<file path="config.mk">
export PLATFORM = sky130hd
export DESIGN_NAME = shift_sub_divider
export DESIGN_NICKNAME = d
export VERILOG_FILES = /design/src/rtl/sdiv_pkg.sv /design/src/rtl/sdiv_step.sv /design/src/rtl/sdiv_seq.sv /design/src/rtl/shift_sub_divider.sv
export SDC_FILE = /design/constraint.sdc
export NUM_CORES = 1
export LEC_CHECK = 0
export ABC_AREA = 0
export BUFFER_PORTS_ARGS = -buffer_cell sky130_fd_sc_hd__buf_4
export CAP_MARGIN = 20
export CORE_AREA = 2 2 109 111
export DETAILED_ROUTE_END_ITERATION = 12
export DIE_AREA = 0 0 111 113
export PLACE_DENSITY = 0.78
export SYNTH_ARGS = -nofsm -noshare
export SYNTH_HDL_FRONTEND = slang
export SYNTH_HIERARCHICAL = 1
export SYNTH_SLANG_ARGS = --single-unit
</file>
<file path="constraint.sdc">
create_clock -name clk -period 3.5 [get_ports clk]
set_clock_uncertainty 0.2 [all_clocks]
set_input_delay 0.175 -clock clk [delete_from_list [all_inputs] [get_ports clk]]
set_output_delay 0.175 -clock clk [all_outputs]
set_load 0.005 [all_outputs]
</file>
<file path="src/rtl/sdiv_pkg.sv">
package sdiv_pkg;

    localparam int unsigned DIV_W = 16;

    typedef enum logic {
        DM_INT  = 1'b0,
        DM_FRAC = 1'b1
    } div_mode_e;

    typedef struct packed {
        logic carry;
        logic ovf;
        logic zero;
    } div_flags_t;

    function automatic div_flags_t flags_for_quotient(input logic is_zero);
        div_flags_t f;
        f.carry = 1'b0;
        f.ovf   = 1'b0;
        f.zero  = is_zero;
        return f;
    endfunction

endpackage

</file>
<file path="src/rtl/sdiv_step.sv">
module sdiv_step #(
    parameter int unsigned W = sdiv_pkg::DIV_W
) (
    input  logic [W-1:0] rem_i,
    input  logic [W-1:0] quo_i,
    input  logic [W-1:0] den_i,
    output logic [W-1:0] rem_o,
    output logic [W-1:0] quo_o
);
    logic [W:0]   shifted;
    logic [W-1:0] trial;
    logic         fits;

    always_comb begin
        shifted = {rem_i, quo_i[W-1]};
        fits    = (shifted >= {1'b0, den_i});
        trial   = shifted[W-1:0] - den_i;
        rem_o   = fits ? trial : shifted[W-1:0];
        quo_o   = {quo_i[W-2:0], fits};
    end
endmodule

</file>
<file path="src/rtl/sdiv_seq.sv">
module sdiv_seq #(
    parameter int unsigned STEPS = sdiv_pkg::DIV_W
) (
    input  logic clk,
    input  logic rst,
    input  logic start_i,
    input  logic shortcut_i,
    output logic launch_o,
    output logic busy_o,
    output logic finish_o,
    output logic done_o
);
    localparam int unsigned CW = (STEPS > 1) ? $clog2(STEPS) : 1;
    localparam logic [CW-1:0] LAST = CW'(STEPS - 1);

    logic [CW-1:0] cnt_q;
    logic          busy_q;
    logic          done_q;

    assign launch_o = start_i && !busy_q;
    assign finish_o = busy_q && (cnt_q == LAST);
    assign busy_o   = busy_q;
    assign done_o   = done_q;

    always_ff @(posedge clk) begin
        if (rst) begin
            busy_q <= 1'b0;
            cnt_q  <= '0;
            done_q <= 1'b0;
        end else begin
            done_q <= (launch_o && shortcut_i) || finish_o;
            if (launch_o && !shortcut_i) begin
                busy_q <= 1'b1;
                cnt_q  <= '0;
            end else if (busy_q) begin
                cnt_q <= cnt_q + 1'b1;
                if (cnt_q == LAST) busy_q <= 1'b0;
            end
        end
    end

    // every busy period closes with a done pulse
    a_r4_busy_ends_done: assert property (@(posedge clk) disable iff (rst)
        $fell(busy_q) |-> done_q)
        else $error("busy dropped without done");

    // a start during iteration does not restart the count
    a_r8_start_ignored: assert property (@(posedge clk) disable iff (rst)
        (busy_q && start_i && cnt_q != LAST) |=> (busy_q && cnt_q == $past(cnt_q) + 1'b1))
        else $error("start disturbed running division");
endmodule

</file>
<file path="src/rtl/shift_sub_divider.sv">
module shift_sub_divider #(
    parameter int unsigned W = sdiv_pkg::DIV_W
) (
    input  logic         clk,
    input  logic         rst,
    input  logic         start,
    input  logic         frac_mode,
    input  logic [W-1:0] dividend,
    input  logic [W-1:0] divisor,
    output logic [W-1:0] quotient,
    output logic [W-1:0] remainder,
    output logic         carry_flag,
    output logic         ovf_flag,
    output logic         zero_flag,
    output logic         done
);
    import sdiv_pkg::*;

    logic [W-1:0] wrem_q, wquo_q, wden_q;
    logic [W-1:0] nrem, nquo;
    logic [W-1:0] quo_q, rem_q;
    div_flags_t   flags_q;
    div_mode_e    mode;
    logic         div_zero, frac_ovf, shortcut;
    logic         launch, busy, finish;

    assign mode     = div_mode_e'(frac_mode);
    assign div_zero = (divisor == '0);
    assign frac_ovf = (mode == DM_FRAC) && !div_zero && (dividend >= divisor);
    assign shortcut = div_zero || frac_ovf;

    sdiv_seq #(.STEPS(W)) u_seq (
        .clk        (clk),
        .rst        (rst),
        .start_i    (start),
        .shortcut_i (shortcut),
        .launch_o   (launch),
        .busy_o     (busy),
        .finish_o   (finish),
        .done_o     (done)
    );

    sdiv_step #(.W(W)) u_step (
        .rem_i (wrem_q),
        .quo_i (wquo_q),
        .den_i (wden_q),
        .rem_o (nrem),
        .quo_o (nquo)
    );

    // Working registers: fraction mode starts with the dividend as the
    // partial remainder and an empty quotient, so zeros shift in for free.
    always_ff @(posedge clk) begin
        if (rst) begin
            wrem_q <= '0;
            wquo_q <= '0;
            wden_q <= '0;
        end else if (launch && !shortcut) begin
            wden_q <= divisor;
            if (mode == DM_FRAC) begin
                wrem_q <= dividend;
                wquo_q <= '0;
            end else begin
                wrem_q <= '0;
                wquo_q <= dividend;
            end
        end else if (busy) begin
            wrem_q <= nrem;
            wquo_q <= nquo;
        end
    end

    always_ff @(posedge clk) begin
        if (rst) begin
            quo_q   <= '0;
            rem_q   <= '0;
            flags_q <= '0;
        end else if (launch && div_zero) begin
            quo_q   <= '1;
            rem_q   <= '1;
            flags_q <= '{carry: 1'b1, ovf: 1'b0, zero: 1'b0};
        end else if (launch && frac_ovf) begin
            quo_q   <= '1;
            rem_q   <= dividend;
            flags_q <= '{carry: 1'b0, ovf: 1'b1, zero: 1'b0};
        end else if (finish) begin
            quo_q   <= nquo;
            rem_q   <= nrem;
            flags_q <= flags_for_quotient(nquo == '0);
        end
    end

    assign quotient   = quo_q;
    assign remainder  = rem_q;
    assign carry_flag = flags_q.carry;
    assign ovf_flag   = flags_q.ovf;
    assign zero_flag  = flags_q.zero;

    // partial remainder stays below the divisor while iterating
    a_r1_partial_below: assert property (@(posedge clk) disable iff (rst)
        busy |-> (wrem_q < wden_q))
        else $error("partial remainder not below divisor");

    // zero divisor answers in one cycle with fixed values
    a_r3_div_zero: assert property (@(posedge clk) disable iff (rst)
        (launch && divisor == '0) |=>
            (done && carry_flag && !ovf_flag && !zero_flag && quotient == '1 && remainder == '1))
        else $error("divide-by-zero result wrong");

    // fraction overflow answers in one cycle
    a_r5_frac_overflow: assert property (@(posedge clk) disable iff (rst)
        (launch && frac_mode && divisor != '0 && dividend >= divisor) |=>
            (done && ovf_flag && !carry_flag && !zero_flag && quotient == '1
             && remainder == $past(dividend)))
        else $error("fraction overflow result wrong");

    // zero flag tracks the presented quotient
    a_r6_zero_flag: assert property (@(posedge clk) disable iff (rst)
        done |-> (zero_flag == (quotient == '0)))
        else $error("zero flag mismatch");

    // outputs move only together with done
    a_r7_hold: assert property (@(posedge clk) disable iff (rst)
        !done |-> ($stable(quotient) && $stable(remainder)
                   && $stable(carry_flag) && $stable(ovf_flag) && $stable(zero_flag)))
        else $error("outputs changed without done");
endmodule

</file>
==> flow_summary.yaml <==
synth:
  synth_edf_count: 0
  postSynthAreaPerCell_um2: 8.854
  synth_top_area_share_pct: 30.21
  synth.area.top_cells: "dfxtp_1, mux2_2, ha_1, a21oi_1, mux2i_1"
  synth_top_area_cell: "dfxtp_1"
  yosys_warnings: 6
  ys_async_sr_fraction_pct: 0
  synth.most_common_cell: "dfxtp_1"
  synthesis.area_um2: 5897
  synthTopCellsByCount: "dfxtp_1, a21oi_1, inv_1, o21ai_0, mux2_2"
  yosys.cell_types.count: 66
  syn_inst: 666
  synth_nets: 736
  ys_ff_latch: 89
  synth-main-ff-cell: "dfxtp_1"
  ys_seq_area_share_pct: 30.21
setup_path:
  cp_data_required_time_ns: 3.48
  worstPathArrival_ns: 3.34
  crit_slowest_cell: "o211a_1"
  rr_worst_depth: 13
  rrSetupSlack_ns: 0.21
  cp_cell_sequence: "dlygate4sd3_1, buf_4, ha_1, nand4_2, nor4_2, a32o_2, o211a_1, mux2i_1, a221oi_1"
  cp-end-kind: "flop"
  r2r_end: "wrem_q[4]$_SDFFE_PP0P_"
  max_stage_delay_ns: 0.78
  worst-path-max-fanout: 17
  critPathLaunchType: "input port"
  r2r_start: "wden_q[7]$_SDFFE_PP0P_"
  path_class: "in2reg"
floorplan:
  rows: 39
  die_w_um: 111
  start_util_pct: 52.31
  dieArea_um2: 12540
  io_pins: 72
  chipHeight_um: 113
  core_area_um2: 11270
routing:
  post_drt_wl_per_cell_um: 19.44
  vias_per_cell: 6.231
  wirelength_um: 17090
  drt_iter0_drc: 599
  drcViolationCount: 0
  vias: 5477
  ant_nets: 0
  firstDrtPassIters: 6
finish:
  area_growth_pct: 18.54
  final_layout_size_suffix_gt1_share_pct: 24.46
  finalInstanceArea_um2: 6990
  final_nets: 801
  num_antenna_cells: 0
  stdcell_count: 879
clock_network:
  clk_latency_ns: 0.35
  cts_tree: "yes"
  cts_buffer_depth: 2
  cts.sinks: 89
  htreeDepth: 3
  root_buffer: "clkbuf_16"
  clk_pin_slew_ns: 0.07
  cts_buffers: 9
grt:
  antenna_found_initial: 0
  grt-ovfl-total: 0
  first_global_vias: 5324
  grt_pass1_wl_um: 27390
  grt_max_degree: 87
  grt_usage_pct: 26.80
flow_run:
  cap_violations: 0
hold_path:
  min_to: "wrem_q[3]$_SDFFE_PP0P_"
  hp-start: "frac_mode"
  hold_path_class: "in2reg"
  hold_path_depth: 3
power_and_ir_drop:
  power_uw: 3940
  p_leak_uw: 0.002773
  p_per_area_nw_per_um2: 563.6
  vdd_ir_drop_max_mv: 0.3308
sta:
  post-route-period-util_pct: 95.88
  setup_tns_ns: 0
  period_needed_ns: 3.356
  whs_ns: 0.08523
  finalHoldViolations: 0
  maxSlewViolCount: 0
  slew_headroom_pct: 29.61
  worst_slew_pin_slew_ns: 1.056
  setup_viol: 0
  rsz0062_at_grt: "no"
  fmax_mhz: 298.0
place:
  place_inst: 826
  portBuffers: 71
  place_congestion: 0.9353
  dpl-instance-area_um2: 6311
  hpwl_um: 11610
status:
  status: "finished clean"
[metrics by stage]
step / util [%] / setup WS, ns
global placement: 55.99 / 0.08513
global route: 62.02 / 0.01056
detailed placement: 55.99 / -0.03388
CTS: 61.56 / 0.01424
floorplan: - / 0.1776
finish: 62.02 / 0.1441
[area by class of cell]
class	count	area, um2
flip-flops and latches	89	1782
well taps	143	178.9
clock inverters	7	66.31
multi-input cells	453	3533
fillers	894	4282
repair buffers	119	983.4
inverters	59	221.5
clock buffers	9	225.2
[placed cells by master, fill, tap and decap left out, drive strengths merged, types with 18 or more instances in the layout]
| master | instances |
|---|---|
| mux2i | 37 |
| ha | 33 |
| nand3 | 18 |
| mux2 | 46 |
| dfxtp | 89 |
| a21oi | 84 |
| o21ai | 61 |
| inv | 61 |
| nand4 | 23 |
| dlygate4sd3 | 33 |
| buf | 86 |
[power breakdown]
part	internal, uW	switching (uW)
clock	496	445
sequential	1090	65.3
combinational	875	969
[critical path: cells and delay by family]
family          cells  cell delay [ns]
simple gates        2             0.49
mux                 1             0.44
fa+ha+maj           1             0.31
compound gates      3             1.19
buf+inv             2             0.71
[kinds of logic (layout without fill, tap and decap cells)]
family | after synthesis | after routing | share of synthesized area, %
XOR/XNOR | 11 | 11 | 1.634
adder cells (fa/ha/maj) | 34 | 34 | 7.341
buffers and inverters | 124 | 194 | 10.21
AND/OR/NAND/NOR | 119 | 119 | 11.90
AO/OA/AOI/OAI | 206 | 206 | 23.26
flip-flops | 89 | 89 | 30.21
multiplexers | 83 | 83 | 15.45
[per-layer routing]
layer | global-route usage [%] | up-vias | routed length (um)
met5 | 0 | - | 0
met4 | 9.833 | 0 | 425
met3 | 4.874 | 38 | 1203
met2 | 44.66 | 241 | 8195
met1 | 34.96 | 2642 | 7263
li1 | - | 2556 | -
[repair_timing]
item,CTS,global route
hold endpoints to repair,42,0
hold buffers,33,0
pin swaps,0,3
setup buffers,0,4
setup endpoints to repair,1,22
resized for setup,1,4
[worst max-delay path by stage]
| stage | slack (ns) | startpoint | end |
|---|---|---|---|
| finish | 0.14 | dividend[13] | remainder[0]$_SDFFE_PP0P_ |
| global route | 0.01 | wden_q[1]$_SDFFE_PP0P_ | zero_flag$_SDFFE_PP0P_ |
| CTS | 0.01 | wden_q[6]$_SDFFE_PP0P_ | zero_flag$_SDFFE_PP0P_ |
| detailed placement | -0.03 | wden_q[6]$_SDFFE_PP0P_ | zero_flag$_SDFFE_PP0P_ |
| global placement | 0.09 | wden_q[6]$_SDFFE_PP0P_ | zero_flag$_SDFFE_PP0P_ |
| floorplan | 0.18 | wden_q[6]$_SDFFE_PP0P_ | wrem_q[10]$_SDFFE_PP0P_ |
[registers in the layout, indices dropped and copies added (netlist names)]
name,count
carry_flag,1
ovf_flag,1
quotient,16
remainder,16
u_seq/busy_o,1
u_seq/cnt_q,4
u_seq/done_o,1
wden_q,16
wquo_q,16
wrem_q,16
zero_flag,1
(Power assumes the default switching activity.)
